## src/rtl/sfsr_pkg.sv

```systemverilog
package sfsr_pkg;
  localparam int SR_W   = 24;
  localparam int N_REQ  = 5;

  // request indices
  localparam int REQ_WRSR = 0;
  localparam int REQ_PP   = 1;
  localparam int REQ_SE   = 2;
  localparam int REQ_BE   = 3;
  localparam int REQ_CE   = 4;

  // bit positions
  localparam int B_BUSY = 0;
  localparam int B_WEL  = 1;
  localparam int B_BP_L = 2;
  localparam int B_BP_H = 6;
  localparam int B_SRP0 = 7;
  localparam int B_SRP1 = 8;
  localparam int B_CMP  = 14;

  typedef enum logic [1:0] {
    PM_SOFT     = 2'b00,
    PM_PIN      = 2'b01,
    PM_LOCKDOWN = 2'b10,
    PM_OTP      = 2'b11
  } prot_mode_e;

  // bits that a status write may load
  function automatic logic [SR_W-1:0] writable_mask();
    logic [SR_W-1:0] m;
    m = '0;
    for (int b = 2; b <= 9; b++) m[b] = 1'b1;
    for (int b = 11; b <= 14; b++) m[b] = 1'b1;
    m[18] = 1'b1;
    for (int b = 21; b <= 23; b++) m[b] = 1'b1;
    return m;
  endfunction

  // lock bits that can only be set
  function automatic logic [SR_W-1:0] sticky_mask();
    logic [SR_W-1:0] m;
    m = '0;
    for (int b = 11; b <= 13; b++) m[b] = 1'b1;
    return m;
  endfunction

  function automatic logic [SR_W-1:0] merge_status(input logic [SR_W-1:0] old_w,
                                                   input logic [SR_W-1:0] data_w);
    logic [SR_W-1:0] wm;
    wm = writable_mask();
    return (old_w & ~wm) | (data_w & wm) | (old_w & sticky_mask());
  endfunction

  function automatic logic status_write_ok(input prot_mode_e mode, input logic wp_n);
    case (mode)
      PM_SOFT: return 1'b1;
      PM_PIN:  return wp_n;
      default: return 1'b0;
    endcase
  endfunction

  function automatic logic chip_erase_ok(input logic [4:0] bp, input logic cmp);
    return (bp == 5'd0) && !cmp;
  endfunction

  function automatic logic region_ok(input logic [4:0] bp, input logic tgt_prot);
    return !((bp != 5'd0) && tgt_prot);
  endfunction
endpackage

```

## src/rtl/sfsr_req_pick.sv

```systemverilog
module sfsr_req_pick #(
  parameter int N = 5
) (
  input  logic [N-1:0] req,
  input  logic         busy,
  output logic [N-1:0] sel
);
  for (genvar i = 0; i < N; i++) begin : g_pick
    if (i == 0) begin : g_first
      assign sel[i] = req[i] & ~busy;
    end else begin : g_rest
      assign sel[i] = req[i] & ~(|req[i-1:0]) & ~busy;
    end
  end
endmodule

```

## src/rtl/sfsr_permit.sv

```systemverilog
module sfsr_permit
  import sfsr_pkg::*;
(
  input  logic             wel,
  input  logic [4:0]       bp,
  input  logic             cmp,
  input  logic [1:0]       srp,
  input  logic             wp_n,
  input  logic             tgt_prot,
  output logic [N_REQ-1:0] permit
);
  prot_mode_e mode;
  assign mode = prot_mode_e'(srp);

  always_comb begin
    permit           = '0;
    permit[REQ_WRSR] = wel & status_write_ok(mode, wp_n);
    permit[REQ_PP]   = wel & region_ok(bp, tgt_prot);
    permit[REQ_SE]   = wel & region_ok(bp, tgt_prot);
    permit[REQ_BE]   = wel & region_ok(bp, tgt_prot);
    permit[REQ_CE]   = wel & chip_erase_ok(bp, cmp);
  end
endmodule

```

## src/rtl/sfsr_busy_timer.sv

```systemverilog
module sfsr_busy_timer #(
  parameter int BUSY_CYCLES = 12
) (
  input  logic clk,
  input  logic rst_n,
  input  logic start,
  input  logic done_i,
  input  logic clr,
  output logic busy,
  output logic finish
);
  localparam int CW = $clog2(BUSY_CYCLES + 1);
  localparam logic [CW-1:0] LAST = CW'(BUSY_CYCLES - 1);

  logic [CW-1:0] cnt;

  assign finish = busy & (done_i | (cnt == LAST));

  always_ff @(posedge clk or negedge rst_n) begin
    if (!rst_n) begin
      busy <= 1'b0;
      cnt  <= '0;
    end else if (clr) begin
      busy <= 1'b0;
      cnt  <= '0;
    end else if (start) begin
      busy <= 1'b1;
      cnt  <= '0;
    end else if (busy) begin
      if (finish) begin
        busy <= 1'b0;
        cnt  <= '0;
      end else begin
        cnt <= cnt + 1'b1;
      end
    end
  end
endmodule

```

## src/rtl/sfsr_guard.sv

```systemverilog
module sfsr_guard
  import sfsr_pkg::*;
#(
  parameter int BUSY_CYCLES = 12
) (
  input  logic        clk,
  input  logic        rst_n,
  input  logic        wren_i,
  input  logic        wrdi_i,
  input  logic        wrsr_i,
  input  logic [23:0] wrsr_data_i,
  input  logic        pp_i,
  input  logic        se_i,
  input  logic        be_i,
  input  logic        ce_i,
  input  logic        tgt_prot_i,
  input  logic        wp_n_i,
  input  logic        pwr_cycle_i,
  input  logic        op_done_i,
  output logic [23:0] status_o,
  output logic [4:0]  acc_o,
  output logic [4:0]  rej_o,
  output logic        busy_o
);
  logic [SR_W-1:0]  nv_q;
  logic             wel_q;
  logic [N_REQ-1:0] acc_q, rej_q;
  logic [N_REQ-1:0] req, sel, permit, acc_d, rej_d;
  logic             busy, op_start, op_finish;
  logic [SR_W-1:0]  merged;

  assign req      = {ce_i, be_i, se_i, pp_i, wrsr_i};
  assign acc_d    = sel & permit;
  assign rej_d    = sel & ~permit;
  assign op_start = (|acc_d) & ~pwr_cycle_i;
  assign merged   = merge_status(nv_q, wrsr_data_i);

  sfsr_req_pick #(.N(N_REQ)) u_pick (
    .req  (req),
    .busy (busy),
    .sel  (sel)
  );

  sfsr_permit u_permit (
    .wel      (wel_q),
    .bp       (nv_q[B_BP_H:B_BP_L]),
    .cmp      (nv_q[B_CMP]),
    .srp      (nv_q[B_SRP1:B_SRP0]),
    .wp_n     (wp_n_i),
    .tgt_prot (tgt_prot_i),
    .permit   (permit)
  );

  sfsr_busy_timer #(.BUSY_CYCLES(BUSY_CYCLES)) u_timer (
    .clk    (clk),
    .rst_n  (rst_n),
    .start  (op_start),
    .done_i (op_done_i),
    .clr    (pwr_cycle_i),
    .busy   (busy),
    .finish (op_finish)
  );

  always_ff @(posedge clk or negedge rst_n) begin
    if (!rst_n) begin
      nv_q  <= '0;
      wel_q <= 1'b0;
      acc_q <= '0;
      rej_q <= '0;
    end else if (pwr_cycle_i) begin
      wel_q <= 1'b0;
      acc_q <= '0;
      rej_q <= '0;
      if (nv_q[B_SRP1:B_SRP0] == PM_LOCKDOWN) nv_q[B_SRP1:B_SRP0] <= PM_SOFT;
    end else begin
      acc_q <= acc_d;
      rej_q <= rej_d;
      if (acc_d[REQ_WRSR]) nv_q <= merged;
      if (op_finish || wrdi_i) wel_q <= 1'b0;
      else if (wren_i && !busy) wel_q <= 1'b1;
    end
  end

  assign status_o = nv_q | {{(SR_W-2){1'b0}}, wel_q, busy};
  assign acc_o    = acc_q;
  assign rej_o    = rej_q;
  assign busy_o   = busy;
endmodule

```

## config.mk

```make
export PLATFORM = sky130hd
export DESIGN_NAME = sfsr_guard
export DESIGN_NICKNAME = d
export VERILOG_FILES = /design/src/rtl/sfsr_pkg.sv /design/src/rtl/sfsr_req_pick.sv /design/src/rtl/sfsr_permit.sv /design/src/rtl/sfsr_busy_timer.sv /design/src/rtl/sfsr_guard.sv
export SDC_FILE = /design/constraint.sdc
export NUM_CORES = 1
export LEC_CHECK = 0
export ABC_AREA = 1
export ABC_CLOCK_PERIOD_IN_PS = 1500
export BUFFER_PORTS_ARGS = -buffer_cell sky130_fd_sc_hd__buf_2
export CORE_ASPECT_RATIO = 0.7
export CORE_UTILIZATION = 40
export CTS_CLUSTER_DIAMETER = 60
export CTS_CLUSTER_SIZE = 12
export DETAILED_ROUTE_END_ITERATION = 7
export PLACE_DENSITY = 0.71
export SLEW_MARGIN = 40
export SYNTH_ARGS = -nofsm -noshare
export SYNTH_HDL_FRONTEND = slang
export SYNTH_SLANG_ARGS = --single-unit
export TNS_END_PERCENT = 10
```

## constraint.sdc

```tcl
create_clock -name clk -period 1.5 [get_ports clk]
set_input_delay 0.15 -clock clk [delete_from_list [all_inputs] [get_ports clk]]
set_output_delay 0.15 -clock clk [all_outputs]
set_load 0.05 [all_outputs]
```

* Word-level counts from Yosys, hierarchy flattened
Index checks and enable logic that the tools add are counted.
** Storage, ports and cells
- Register bits after elaboration :: 40
- Bits in latches :: 0
- Bits in writable memories :: 0
- ROM bits :: 0
- Output and inout port bits :: 35
- Word-level logic and storage cells :: 75
- Memories kept :: 0
** Operators by class
- $add $sub $neg :: 1
- Multiply operators :: 0
- Divide/modulo/power cells :: 0
- Order comparisons :: 0
- Equality and inequality tests :: 4
- Shift operators :: 0
- Mux-type cells :: 17
- Bitwise logic cells :: 27
- Reduce and logical (&&, ||, !) cells :: 19
** Operators by type and width (number)
- $or 21x24->24 :: 1
- $or 24x14->24 :: 1
- $or 24x2->24 :: 1
- $mux 4 :: 4
- $and 1x1->1 :: 14
- $and 5x5->5 :: 2
- $mux 5 :: 2
- $mux 9 :: 1
- $mux 1 :: 7
- $not 1->1 :: 6
- $reduce_bool 3->1 :: 2
- $logic_not 5->1 :: 1
- $not 5->5 :: 1
- $reduce_bool 5->1 :: 1
- $reduce_or 5->1 :: 1
- $add 4x1->4 const B :: 1
- $eq 4x4->1 const B :: 1
- $mux 2 :: 2
- $reduce_and 2->1 :: 2
- $reduce_or 4->1 :: 1
- $logic_and 1x1->1 :: 3
- $logic_not 1->1 :: 3
- $reduce_or 3->1 :: 1
- $eq 2x1->1 const B :: 1
- other kinds (8) :: 8

* Logic depth before layout (Yosys ltp)
- Depth after elaboration :: 9
- Mapped depth :: 10
- Gate-level depth less buffers :: 10

* Hierarchy
A second synthesis with hierarchy kept.
** Second synthesis, totals
- Cells, all modules :: 175
- Area total of the unflattened synthesis :: 1521.5 µm²
** Modules (own cells, without submodules)
- sfsr_guard :: instances 1, cells each 111, area an instance 1109.8 µm²
- sfsr_busy_timer :: instances 1, cells each 36, area an instance 289.0 µm²
- sfsr_permit :: instances 1, cells each 13, area an instance 63.8 µm²
- sfsr_req_pick :: instances 1, cells each 15, area an instance 58.8 µm²

* Worst setup path after synthesis
OpenSTA, ideal clock, no wires.
- Kind :: register to register
- Start point :: reg u_timer.busy
- End point :: reg u_timer.busy
- Setup time :: 113 ps
- Arrival :: 1498 ps
- Required time :: 1387 ps
- Slack :: -111 ps
- Stages on the path, launching flop included :: 10
- Cells stage by stage :: dfrtp_1 inv_2 nand3_2 nand2_2 nor2_2 nor2_2 nor2_4 o21ai_1 nand2_1 inv_1
** On the way
- Cells in the longest elaborated chain, start to end :: 7
- Elaborated cells on any way between the ends :: 14
- Classes of those cells :: mux (4); bitwise (9); reduce/logical (1)
** Ends and longest elaborated chain
- from (decl) :: RTL line sfsr_busy_timer.sv:9 : output logic busy,
- from (signal assigned) :: RTL line sfsr_busy_timer.sv:21 : busy <= 1'b0;
- from (signal assigned) :: RTL line sfsr_busy_timer.sv:24 : busy <= 1'b0;
- from (signal assigned) :: RTL line sfsr_busy_timer.sv:27 : busy <= 1'b1;
- $not 1->1 :: RTL line sfsr_req_pick.sv:10, sfsr_req_pick.sv:12
- $and 1x1->1 (on tied branches) :: RTL line sfsr_req_pick.sv:10, sfsr_req_pick.sv:12
- $and 5x5->5 :: RTL line sfsr_guard.sv:33 : assign acc_d = sel & permit;
- $reduce_or 5->1 :: RTL line sfsr_guard.sv:35 : assign op_start = (|acc_d) & ~pwr_cycle_i;
- $and 1x1->1 :: RTL line sfsr_guard.sv:35
- $mux 1 (*) :: RTL line sfsr_busy_timer.sv:26 : end else if (start) begin
- $mux 1 (*) :: RTL line sfsr_busy_timer.sv:23 : end else if (clr) begin
Mark *: on every way between the ends. The rest lies on a longest branch, timed or not.
A chain may end at the register's enable or synchronous reset.

* Worst setup path after layout
Same ends and word-level chain as after synthesis.

==> implementation parameters <==
Parameter                              Value

Placed design
  Buffers added on ports ... between 50 and 60
  Detailed placer's ending HPWL ... between 2000 and 2500 microns
  Pre-CTS setup slack ... 114 ps
  Placed cell areas ... 1750 sq um
  Weighted congestion at the end of routability-driven global placement ... a little under 0.8

Layout
  Final Util ... ~57%
  P&R area growth vs syn ... 29.0%
  Fillers ... 295
  Leading cell type in the layout, fill and taps excluded ... buf_2
  Design area ... 1880 sq um
  Most frequent cells in the layout ... buf_2, nand2_1, dfrtp_1
  Nets@finish ... 261
  Share of layout cells above drive strength 1 ... 37.9%
  Antenna diode count ... 0

Clocking
  Source-to-sink clock delay at the later pin of the worst-skew pair ... 280 ps
  CTS sink cnt ... 32
  Clock root cell ... clkbuf_8
  Number of buffers on the longest clock path ... 2
  Clock-pin slew reported for the worst setup and hold paths after clock tree synthesis ... 70 ps
  Number of setup buffers added after CTS ... 0
  Clock tree from TritonCTS ... built
  H-Tree Depth ... 2
  Total CTS buffers ... 5

STA
  Number of hold violations in the final report ... 0
  Max-slew violation count ... 0
  Minimum period implied by the final worst setup slack ... between 1000 and 1500 ps
  Final Worst Setup Slack ... around 140 ps
  Max Clock Freq ... 737 MHz
  Count of endpoints failing setup in the final report ... 0
  Total negative slack ... 0 ps
  RSZ-0062 raised after global routing ... no
  Skew final ... 9.05 ps
  Tcrit/Tclk final ... 90.5%

Die
  Die boundary width ... 74.1 microns
  Core box area ... between 3000 and 4000 sq um
  Top-level I/O count ... 72
  Initial standard-cell utilization of the core ... roughly 44%
  Placement row count ... 17
  Die outline area ... 3890 sq um
  Die span in y ... 52.5 microns

Pwr
  Clock power frac ... about 28%
  Switching Fraction ... 40.4%
  Largest voltage drop on the vdd net ... 851 uV
  Comb pwr share ... 34.3%
  Leakage power ... ~0.0011 uW
  Power Dens Cells ... 1540 nW/um^2
  Switching pwr ... 1170 uW
  Sequential share of power ... 37.9%
  Internal cell power ... 1720 uW

Synthesis
  Netlist Area Pre-Place ... 1460 sq um
  Count of distinct cell types in the synthesized netlist ... 25
  Biggest area contributors in the synthesized netlist ... dfrtp_1, nand2_1, buf_4
  YS warnings ... 0
  Sequential cell area fraction in the yosys report ... between 50% and 60%
  #FFs+latches synth ... 32
  Avg Cell Area, Syn ... 8.99 sq um
  Cell accounting for the most synthesized area ... dfrtp_1
  Synthesized netlist cell count ... 162
  Proportion of netlist area held by the largest area contributor ... 55.0%

Route
  Via Count ... around 1200
  Antenna-violating nets left ... 0
  Count of TritonRoute iterations in the first routing pass ... 4
  Post-detailed-route wirelength per cell ... 10.8 microns
  Detailed router's first-iteration violation count ... 28
  DRC viols ... 0
  Routed Wire Length ... 2930 microns
  Via count normalized by instance count ... roughly 4.5

Critical path
  Kind of launch point of the worst setup path ... register
  CP Data Arrival Time ... 1580 ps
  Critical path data required time ... about 1700 ps
  Type of the worst setup path ... register to register
  R2R setup slack ... roughly 140 ps
  Peak fanout along the critical path ... 9
  Worst R2R Path Depth ... 9
  Endpoint kind of the worst setup timing path ... register

Global route
  Aggregate global routing overflow ... 0
  Number of antenna violations at the first check in global routing ... 0
  Number of global-route vias before repair ... 1093
  Global-route wire length before repair ... 4680 microns
  Maximum number of pins on one net before global-route repair ... 33
  GRT Overall Usage ... 16.8%

Min path
  Depth of the worst hold-timing path ... 2
  Class of the worst hold path ... primary input to register

Run status
  Run status ... completed

Run
  Total of max-cap violations ... 0
[stage by stage]
step / power [uW] / instances / hold WS, ps
after floorplan: 1880 / 167 / -146
after global placement: 2090 / 262 / 188
after detailed placement: 2100 / 262 / 186
after CTS: 2910 / 271 / 20.6
after global routing: 3020 / 271 / 8.16
final: 2890 / 271 / 31.0
[cells by family after synthesis]
group	synth area share, %
AOI/OAI and AO/OA	4.47
xor gates and xnor gates	1.20
adders and majority gates	0.859
buffers and inverters	10.3
DFF	55.0
other	0.257
and+or+nand+nor	27.9
[flip-flops by register name, indices dropped and copies added (netlist names)]
signal / count
rej_o: 5
u_timer.busy: 1
u_timer.cnt: 4
wel_q: 1
acc_o: 5
nv_q: 16
[power groups by stage]
stage          clock (uW)  sequential (uW)  combinational, uW
2_1_floorplan           0             1570                307
3_3_place_gp            0             1110                984
3_5_place_dp            0             1110                995
4_1_cts               820             1100                997
5_1_grt               859             1110               1050
6_report              802             1100                990
[path summary, 6_finish.rpt]
kind,from,endpoint
max,u_timer.busy,u_timer.busy
min,wrdi_i,wel_q
max reg2reg,u_timer.busy,u_timer.busy
min reg2reg,nv_q[13],nv_q[13]
max in group asynchronous,rst_n,nv_q[5]
min in group asynchronous,rst_n,nv_q[23]
[critical path, cell delays in order (launching register included)]
cell,delay [ps]
dfrtp_2,460
inv_2,160
nand2_1,80
nor2_2,140
nor2_2,60
nor2_2,140
nor2_4,80
o21ai_1,80
nand2_1,60
inv_1,40
[Yosys cell counts, drive strengths merged]
cell,number
conb,1
xor2,2
o21ai,6
nand3,5
nor3,4
a21o,3
ha,1
a21oi,1
buf,12
nor2,20
nor4,2
o31ai,1
inv,15
nand2,51
nand4,6
dfrtp,32
[metal layers]
metal / track usage (%) / wire length, microns
met3: 5.38 / 175
met4: 7.69 / 50
met2: 26.2 / 1350
met1: 21.2 / 1350
met5: 0 / 0
[layout make-up]
class                           count  area [sq um]  share of cell area (%)
Clock inverter                      3          42.5                    2.26
Sequential cell                    32           805                    42.8
Clock buffer                        5          68.8                    3.66
Multi-Input combinational cell    108           529                    28.2
Inverter                           15          57.6                    3.06
Tap cell                           47          58.8                    3.13
Timing Repair Buffer               61           318                    16.9
[repair_timing]
item	4_1_cts	5_1_grt
endpoints found under the hold margin	32	0
hold buffers	1	0
setup endpoints to repair	0	11
resized for setup	0	2
(Power assumes the default switching activity.)
